--- src/rtl/sram_ctl_pkg.sv ---
`timescale 1ns/1ps
package sram_ctl_pkg;

  typedef enum logic [2:0] {
    ST_IDLE   = 3'd0,
    ST_WPULSE = 3'd1,
    ST_WHOLD  = 3'd2,
    ST_WREC   = 3'd3,
    ST_RACC   = 3'd4,
    ST_RREC   = 3'd5,
    ST_GAP    = 3'd6
  } ctl_state_e;

  // nanoseconds to clock cycles, rounded up
  function automatic int ns2cyc(input int ns, input int clk_ns);
    return (ns <= 0) ? 0 : (ns + clk_ns - 1) / clk_ns;
  endfunction

  function automatic int imax(input int a, input int b);
    return (a > b) ? a : b;
  endfunction

endpackage

--- src/rtl/sram_rst_sync.sv ---
`timescale 1ns/1ps
module sram_rst_sync (
  input  logic clk,
  input  logic rst_n,
  output logic rst_sync_n
);
  logic meta_q;

  always_ff @(posedge clk or negedge rst_n) begin
    if (!rst_n) begin
      meta_q     <= 1'b0;
      rst_sync_n <= 1'b0;
    end else begin
      meta_q     <= 1'b1;
      rst_sync_n <= meta_q;
    end
  end
endmodule

--- src/rtl/sram_ctl_seq.sv ---
`timescale 1ns/1ps
module sram_ctl_seq
  import sram_ctl_pkg::*;
#(
  parameter int WR_CYC = 7,
  parameter int HZ_CYC = 3,
  parameter int WR_REC = 0,
  parameter int RD_ACC = 7,
  parameter int RD_REC = 0
) (
  input  logic       clk,
  input  logic       rst_n,
  input  logic       req_valid,
  input  logic       req_write,
  input  logic [1:0] req_be,
  output logic       req_ready,
  output logic       accept,
  output logic       cap,
  output logic       busy,
  output logic       mem_ce_n,
  output logic       mem_we_n,
  output logic       mem_oe_n,
  output logic       mem_ub_n,
  output logic       mem_lb_n,
  output logic       mem_dq_oe
);
  localparam int CNT_MAX = imax(imax(WR_CYC, WR_REC), imax(RD_ACC, RD_REC));
  localparam int CW      = imax(1, $clog2(CNT_MAX + 1));
  localparam logic [CW-1:0] WR_LAST  = CW'(WR_CYC - 1);
  localparam logic [CW-1:0] WREC_LST = CW'(WR_REC - 1);
  localparam logic [CW-1:0] RD_LAST  = CW'(RD_ACC - 1);
  localparam logic [CW-1:0] RREC_LST = CW'(RD_REC - 1);
  localparam logic [CW-1:0] HZ_IDX   = CW'(HZ_CYC);

  ctl_state_e    st_q, st_d;
  logic [CW-1:0] cnt_q, cnt_d;
  logic [1:0]    be_q, be_d;
  logic          ce_d, we_d, oe_d, ub_d, lb_d, dqoe_d;

  assign req_ready = (st_q == ST_IDLE);
  assign busy      = !req_ready;
  assign accept    = req_valid && req_ready;

  // next-state process
  always_comb begin
    st_d  = st_q;
    cnt_d = cnt_q;
    be_d  = be_q;
    cap   = 1'b0;
    case (st_q)
      ST_IDLE: if (req_valid) begin
        st_d  = req_write ? ST_WPULSE : ST_RACC;
        cnt_d = '0;
        be_d  = req_write ? req_be : 2'b11;
      end
      ST_WPULSE: begin
        if (cnt_q == WR_LAST) begin
          st_d  = ST_WHOLD;
          cnt_d = '0;
        end else cnt_d = cnt_q + CW'(1);
      end
      ST_WHOLD: begin
        st_d  = (WR_REC > 0) ? ST_WREC : ST_GAP;
        cnt_d = '0;
      end
      ST_WREC: begin
        if (cnt_q == WREC_LST) st_d = ST_GAP;
        else cnt_d = cnt_q + CW'(1);
      end
      ST_RACC: begin
        if (cnt_q == RD_LAST) begin
          cap   = 1'b1;
          st_d  = (RD_REC > 0) ? ST_RREC : ST_GAP;
          cnt_d = '0;
        end else cnt_d = cnt_q + CW'(1);
      end
      ST_RREC: begin
        if (cnt_q == RREC_LST) st_d = ST_GAP;
        else cnt_d = cnt_q + CW'(1);
      end
      default: st_d = ST_IDLE;
    endcase
  end

  // strobe values for the coming cycle, decoded from the next state
  always_comb begin
    ce_d   = !(st_d == ST_WPULSE || st_d == ST_WHOLD || st_d == ST_RACC);
    we_d   = !(st_d == ST_WPULSE);
    oe_d   = !(st_d == ST_RACC);
    ub_d   = !((st_d == ST_WPULSE || st_d == ST_WHOLD || st_d == ST_RACC) && be_d[1]);
    lb_d   = !((st_d == ST_WPULSE || st_d == ST_WHOLD || st_d == ST_RACC) && be_d[0]);
    dqoe_d = (st_d == ST_WHOLD) || (st_d == ST_WPULSE && cnt_d >= HZ_IDX);
  end

  // register process
  always_ff @(posedge clk or negedge rst_n) begin
    if (!rst_n) begin
      st_q      <= ST_IDLE;
      cnt_q     <= '0;
      be_q      <= 2'b00;
      mem_ce_n  <= 1'b1;
      mem_we_n  <= 1'b1;
      mem_oe_n  <= 1'b1;
      mem_ub_n  <= 1'b1;
      mem_lb_n  <= 1'b1;
      mem_dq_oe <= 1'b0;
    end else begin
      st_q      <= st_d;
      cnt_q     <= cnt_d;
      be_q      <= be_d;
      mem_ce_n  <= ce_d;
      mem_we_n  <= we_d;
      mem_oe_n  <= oe_d;
      mem_ub_n  <= ub_d;
      mem_lb_n  <= lb_d;
      mem_dq_oe <= dqoe_d;
    end
  end

  assert_we_in_ce_R3: assert property (@(posedge clk) disable iff (!rst_n)
    !mem_we_n |-> !mem_ce_n);
  assert_ce_after_we_R3: assert property (@(posedge clk) disable iff (!rst_n)
    $rose(mem_we_n) |-> !mem_ce_n);
  assert_hold_drive_R4: assert property (@(posedge clk) disable iff (!rst_n)
    $rose(mem_we_n) |-> mem_dq_oe);
  assert_oe_we_excl_R11: assert property (@(posedge clk) disable iff (!rst_n)
    !(!mem_oe_n && !mem_we_n));
  assert_bus_oe_R11: assert property (@(posedge clk) disable iff (!rst_n)
    mem_dq_oe |-> mem_oe_n);
  assert_idle_strobes_R8: assert property (@(posedge clk) disable iff (!rst_n)
    req_ready |-> (mem_ce_n && mem_we_n && mem_oe_n && !mem_dq_oe));
endmodule

--- src/rtl/sram_ctl_dpath.sv ---
`timescale 1ns/1ps
module sram_ctl_dpath #(
  parameter int AW = 17,
  parameter int DW = 16
) (
  input  logic          clk,
  input  logic          rst_n,
  input  logic          load,
  input  logic          cap,
  input  logic          busy,
  input  logic [AW-1:0] req_addr,
  input  logic [DW-1:0] req_wdata,
  input  logic [DW-1:0] mem_dq_i,
  output logic [AW-1:0] mem_addr,
  output logic [DW-1:0] mem_dq_o,
  output logic          rsp_valid,
  output logic [DW-1:0] rsp_rdata
);
  always_ff @(posedge clk or negedge rst_n) begin
    if (!rst_n) begin
      mem_addr  <= '0;
      mem_dq_o  <= '0;
      rsp_valid <= 1'b0;
      rsp_rdata <= '0;
    end else begin
      if (load) begin
        mem_addr <= req_addr;
        mem_dq_o <= req_wdata;
      end
      if (cap) rsp_rdata <= mem_dq_i;
      rsp_valid <= cap;
    end
  end

  assert_rsp_pulse_R6: assert property (@(posedge clk) disable iff (!rst_n)
    rsp_valid |=> !rsp_valid);
  assert_addr_stable_R10: assert property (@(posedge clk) disable iff (!rst_n)
    (busy && $past(busy)) |-> $stable(mem_addr));
endmodule

--- src/rtl/sram_async_ctl.sv ---
`timescale 1ns/1ps
module sram_async_ctl
  import sram_ctl_pkg::*;
#(
  parameter int AW      = 17,
  parameter int DW      = 16,
  parameter int CLK_NS  = 8,
  parameter int T_RC    = 55,
  parameter int T_AA    = 55,
  parameter int T_ACE   = 55,
  parameter int T_DOE   = 25,
  parameter int T_DBE   = 55,
  parameter int T_WC    = 55,
  parameter int T_SCE   = 45,
  parameter int T_AWE   = 45,
  parameter int T_PWE   = 40,
  parameter int T_SD    = 25,
  parameter int T_BW    = 50,
  parameter int T_HZ    = 20
) (
  input  logic          clk,
  input  logic          rst_n,
  input  logic          req_valid,
  output logic          req_ready,
  input  logic          req_write,
  input  logic [AW-1:0] req_addr,
  input  logic [DW-1:0] req_wdata,
  input  logic [1:0]    req_be,
  output logic          rsp_valid,
  output logic [DW-1:0] rsp_rdata,
  output logic [AW-1:0] mem_addr,
  output logic          mem_ce_n,
  output logic          mem_we_n,
  output logic          mem_oe_n,
  output logic          mem_ub_n,
  output logic          mem_lb_n,
  output logic [DW-1:0] mem_dq_o,
  output logic          mem_dq_oe,
  input  logic [DW-1:0] mem_dq_i
);
  localparam int C_HZ   = ns2cyc(T_HZ, CLK_NS);
  localparam int C_SD   = imax(1, ns2cyc(T_SD, CLK_NS));
  localparam int WR_CYC = imax(imax(ns2cyc(T_PWE, CLK_NS), ns2cyc(T_SCE, CLK_NS)),
                               imax(imax(ns2cyc(T_AWE, CLK_NS), ns2cyc(T_BW, CLK_NS)),
                                    C_HZ + C_SD));
  localparam int WR_TOT = imax(ns2cyc(T_WC, CLK_NS), WR_CYC + 1);
  localparam int WR_REC = WR_TOT - WR_CYC - 1;
  localparam int RD_ACC = imax(1, imax(imax(ns2cyc(T_AA, CLK_NS), ns2cyc(T_ACE, CLK_NS)),
                                       imax(ns2cyc(T_DOE, CLK_NS), ns2cyc(T_DBE, CLK_NS))));
  localparam int RD_TOT = imax(ns2cyc(T_RC, CLK_NS), RD_ACC);
  localparam int RD_REC = RD_TOT - RD_ACC;

  logic rst_s_n, accept, cap, busy;

  sram_rst_sync i_rst (
    .clk       (clk),
    .rst_n     (rst_n),
    .rst_sync_n(rst_s_n)
  );

  sram_ctl_seq #(
    .WR_CYC(WR_CYC), .HZ_CYC(C_HZ), .WR_REC(WR_REC),
    .RD_ACC(RD_ACC), .RD_REC(RD_REC)
  ) i_seq (
    .clk      (clk),
    .rst_n    (rst_s_n),
    .req_valid(req_valid),
    .req_write(req_write),
    .req_be   (req_be),
    .req_ready(req_ready),
    .accept   (accept),
    .cap      (cap),
    .busy     (busy),
    .mem_ce_n (mem_ce_n),
    .mem_we_n (mem_we_n),
    .mem_oe_n (mem_oe_n),
    .mem_ub_n (mem_ub_n),
    .mem_lb_n (mem_lb_n),
    .mem_dq_oe(mem_dq_oe)
  );

  sram_ctl_dpath #(.AW(AW), .DW(DW)) i_dpath (
    .clk      (clk),
    .rst_n    (rst_s_n),
    .load     (accept),
    .cap      (cap),
    .busy     (busy),
    .req_addr (req_addr),
    .req_wdata(req_wdata),
    .mem_dq_i (mem_dq_i),
    .mem_addr (mem_addr),
    .mem_dq_o (mem_dq_o),
    .rsp_valid(rsp_valid),
    .rsp_rdata(rsp_rdata)
  );
endmodule

--- config.mk ---
export PLATFORM = sky130hd
export DESIGN_NAME = sram_async_ctl
export DESIGN_NICKNAME = d
export VERILOG_FILES = /design/src/rtl/sram_ctl_pkg.sv /design/src/rtl/sram_rst_sync.sv /design/src/rtl/sram_ctl_seq.sv /design/src/rtl/sram_ctl_dpath.sv /design/src/rtl/sram_async_ctl.sv
export SDC_FILE = /design/constraint.sdc
export NUM_CORES = 1
export LEC_CHECK = 0
export BUFFER_PORTS_ARGS = -buffer_cell sky130_fd_sc_hd__buf_2
export CAP_MARGIN = 20
export CORE_MARGIN = 2
export CORE_UTILIZATION = 43
export DETAILED_ROUTE_END_ITERATION = 12
export PLACE_DENSITY = 0.75
export SYNTH_ARGS = -nofsm -noshare
export SYNTH_HDL_FRONTEND = slang
export SYNTH_SLANG_ARGS = --single-unit
--- constraint.sdc ---
create_clock -name clk -period 1.84 [get_ports clk]
set_input_delay 0.092 -clock clk [delete_from_list [all_inputs] [get_ports clk]]
set_output_delay 0.092 -clock clk [all_outputs]
set_load 0.01 [all_outputs]
==> results.py <==
metrics = {
    "detailed_routing": {
        "via_per_inst": 4.856,
        "met2_length_mm": 3.766,
        "met1_length_mm": 3.090,
        "totalWireLength_mm": 7.236,
        "wl_per_cell_um": 14.68,
        "ant_nets": 0,
        "vias": 2394,
        "drt-initial-drc-count": 104,
        "wl_met3_um": 363,
        "drc": 0,
        "topRoutingLayerUsed": "met4",
        "dr.pass1.iters": 6,
    },
    "worst_setup_path": {
        "path_max_fanout": 8,
        "critPathArrivalTime_ps": 2090,
        "worstSetupEndpointType": "flip-flop",
        "r2r_slack_ps": 20,
        "critPathLaunchType": "flip-flop",
        "crit_required_ps": 2110,
        "timing.rr.end": "i_dpath.rsp_rdata[11]$_DFFE_PN0P_",
        "r2r-start": "i_seq.cnt_q[0]$_DFF_PN0_",
        "criticalPathCategory": "flip-flop to flip-flop",
        "rr_worst_depth": 8,
    },
    "synth": {
        "synth-async-reset-ratio": 1.000,
        "ys.warnings.count": 0,
        "syn_inst": 234,
        "netlist_area_mm2": 0.002736,
        "ys.flop_type": "dfrtp_1",
        "syn_area_per_cell_um2": 11.69,
        "synth_edf_count": 0,
        "syn_nets": 293,
        "ys_seq_elements": 66,
        "ys_seq_area_frac": 0.6059,
        "ys_types": 36,
    },
    "power_and_ir_drop": {
        "p_int_w": 0.004328,
        "clkPwrFrac": 0.183,
        "power_frac_seq": 0.391,
        "swShare": 0.3505,
        "power_leakage_nw": 2.064,
        "vdd.ir_drop.worst_mv": 0.9551,
        "p_sw_w": 0.002336,
        "fin_total_pwr_w": 0.006664,
        "power.density_mw_per_mm2": 1577,
        "comb_power_share": 0.426,
    },
    "cts": {
        "clock_latency_ps": 330,
        "cts_tree": "built",
        "cts.sinks": 66,
        "clkTransAtPathRegs_ps": 70,
        "htreeDepth": 3,
        "clockRootBuffer": "clkbuf_8",
        "cts-buffers-inserted": 9,
        "clockBufferDepth": 2,
    },
    "sta": {
        "hold_viol_final": 0,
        "finalCritPeriodShare": 0.9875,
        "setup_viol_count_final": 0,
        "tns_ps": 0,
        "fin_worst_skew_ps": 10.24,
        "rsz0062_at_grt": "true",
        "layout_setup_ws_ps": 23.04,
        "drv_slew": 0,
        "max_freq_mhz": 550.4,
        "period_needed_ps": 1817,
    },
    "final_layout": {
        "nFillCells": 472,
        "final_cell_mix": "buf_2 (111), dfrtp_1 (59), nand2_1 (55)",
        "mostFrequentLayoutCell": "buf_2",
        "final_nets": 471,
        "multi_input_area_mm2": 0.001035,
        "antenna_cells": 0,
        "seqCellArea_mm2": 0.001660,
        "design_area_mm2": 0.004227,
        "utilization": 0.6772,
        "drive_gt1_frac": 0.4712,
        "area_delta_synth_final_pct": 54.46,
    },
    "grt": {
        "track_usage": 0.2011,
        "grt_pass1_wl_mm": 11.23,
        "grt_pass1_vias": 2408,
        "grt.overflow.total": 0,
        "grt_max_degree": 37,
        "antenna_found_initial": 0,
    },
    "placement": {
        "gp_congestion": 0.8611,
        "post-dp-hpwl_mm": 4.161,
        "numPortBuffers": 111,
        "dpl_cell_area_mm2": 0.003431,
        "place_ws_ps": -85.62,
    },
    "die": {
        "core_area_mm2": 0.006241,
        "start_util": 0.4385,
        "die_h_um": 83.77,
        "ios": 112,
        "rows": 29,
        "die_w_um": 83.77,
        "die_area_mm2": 0.007017,
    },
    "min_path": {
        "min_to": "i_dpath.mem_dq_o[8]$_DFFE_PN0P_",
        "holdPathStages": 2,
        "hold_start": "req_wdata[8]",
        "hp-class": "input port to flip-flop",
    },
    "status": {
        "status": "complete, no violations",
    },
    "run": {
        "maxCapViolations": 0,
    },
}
[kinds of logic after synthesis]
family,Yosys count,synth area share
other cells,1,0.001370
xor+xnor,1,0.003201
buf+inv,21,0.04069
flops,66,0.6059
mux,33,0.1358
simple gates,78,0.1299
fa+ha+maj,4,0.01829
compound gates,30,0.06493
[synthesized netlist by cell type, types with 2 or more instances]
| master | number | area (µm²) |
|---|---|---|
| nor2_1 | 2 | 7.510 |
| a31oi_1 | 4 | 25.02 |
| dfstp_2 | 5 | 131.4 |
| nor2b_1 | 6 | 37.54 |
| and3_1 | 2 | 12.51 |
| nand2_1 | 56 | 210.2 |
| ha_1 | 4 | 50.05 |
| nand2b_1 | 3 | 18.77 |
| inv_1 | 8 | 30.03 |
| buf_6 | 2 | 22.52 |
| a21oi_1 | 6 | 30.03 |
| dfrtp_1 | 61 | 1526 |
| o21ai_0 | 13 | 65.06 |
| mux2_2 | 33 | 371.6 |
| buf_2 | 7 | 35.03 |
| nor4_1 | 2 | 12.51 |
[power by group through the flow]
stage / clock, W / combinational (W) / sequential (W)
floorplan: 0 / 0.00127 / 0.00284
global placement: 0 / 0.00254 / 0.00256
detailed placement: 0 / 0.00259 / 0.00259
CTS: 0.00125 / 0.00269 / 0.00257
global route: 0.00132 / 0.00310 / 0.00270
finish: 0.00122 / 0.00284 / 0.00261
[stage by stage]
stage / hold WS (ps) / instances
after global placement: -122.4 / 424
after CTS: 1.099 / 487
after floorplan: -203.6 / 234
after global routing: 10.03 / 493
final: 20.37 / 493
after detailed placement: -122.9 / 424
[how the worst max path moves through the flow]
stage                                   from                                end  slack (ps)
finish              i_seq.cnt_q[0]$_DFF_PN0_  i_dpath.rsp_rdata[11]$_DFFE_PN0P_          20
detailed placement  i_seq.cnt_q[1]$_DFF_PN0_          i_seq.mem_dq_oe$_DFF_PN0_         -90
global route        i_seq.cnt_q[0]$_DFF_PN0_   i_dpath.rsp_rdata[1]$_DFFE_PN0P_         -20
global placement    i_seq.cnt_q[0]$_DFF_PN0_          i_seq.mem_dq_oe$_DFF_PN0_          10
CTS                 i_seq.cnt_q[1]$_DFF_PN0_          i_seq.mem_dq_oe$_DFF_PN0_           7
floorplan           i_seq.cnt_q[0]$_DFF_PN0_          i_seq.mem_dq_oe$_DFF_PN0_         110
[sequential cells by signal, summed over array words and instances (netlist names)]
signal             cells
i_seq.mem_ce_n         1
i_dpath.rsp_valid      1
i_rst.rst_sync_n       1
i_seq.st_q             3
i_seq.mem_oe_n         1
i_dpath.rsp_rdata     16
i_rst.meta_q           1
i_seq.mem_we_n         1
i_seq.mem_dq_oe        1
i_dpath.mem_dq_o      16
i_seq.cnt_q            3
i_seq.mem_ub_n         1
i_seq.be_q             2
i_seq.mem_lb_n         1
i_dpath.mem_addr      17
[repair_timing]
action                                 in CTS  in global routing
pin swaps                                   0                  8
resized for setup                           2                 14
endpoints found under the hold margin      49                  1
hold buffers                               48                  1
buffers inserted                            0                  1
gates cloned                                0                  4
setup endpoints to repair                   2                 18
[cell type report]
class | count | area share
clock buffers | 13 | 0.03996
clock inverters | 2 | 0.008289
inverters | 10 | 0.01184
multi-input cells | 149 | 0.2448
flip-flops and latches | 66 | 0.3928
well taps | 77 | 0.02279
repair buffers | 174 | 0.2753
repair inverters | 2 | 0.004144
[critical path: stages, from the launching register on]
cell	delay (ps)
dfrtp_1	380
buf_4	150
inv_2	60
ha_4	160
nand2_4	70
or4_4	670
inv_6	140
nand2_1	70
nand2_1	60
[per-layer routing]
layer,track usage,up-vias
met5,0,-
met4,0.05132,0
met3,0.05836,2
met2,0.3535,78
met1,0.2429,1167
li1,-,1147
Note: power is estimated with default switching activity, not from simulation.
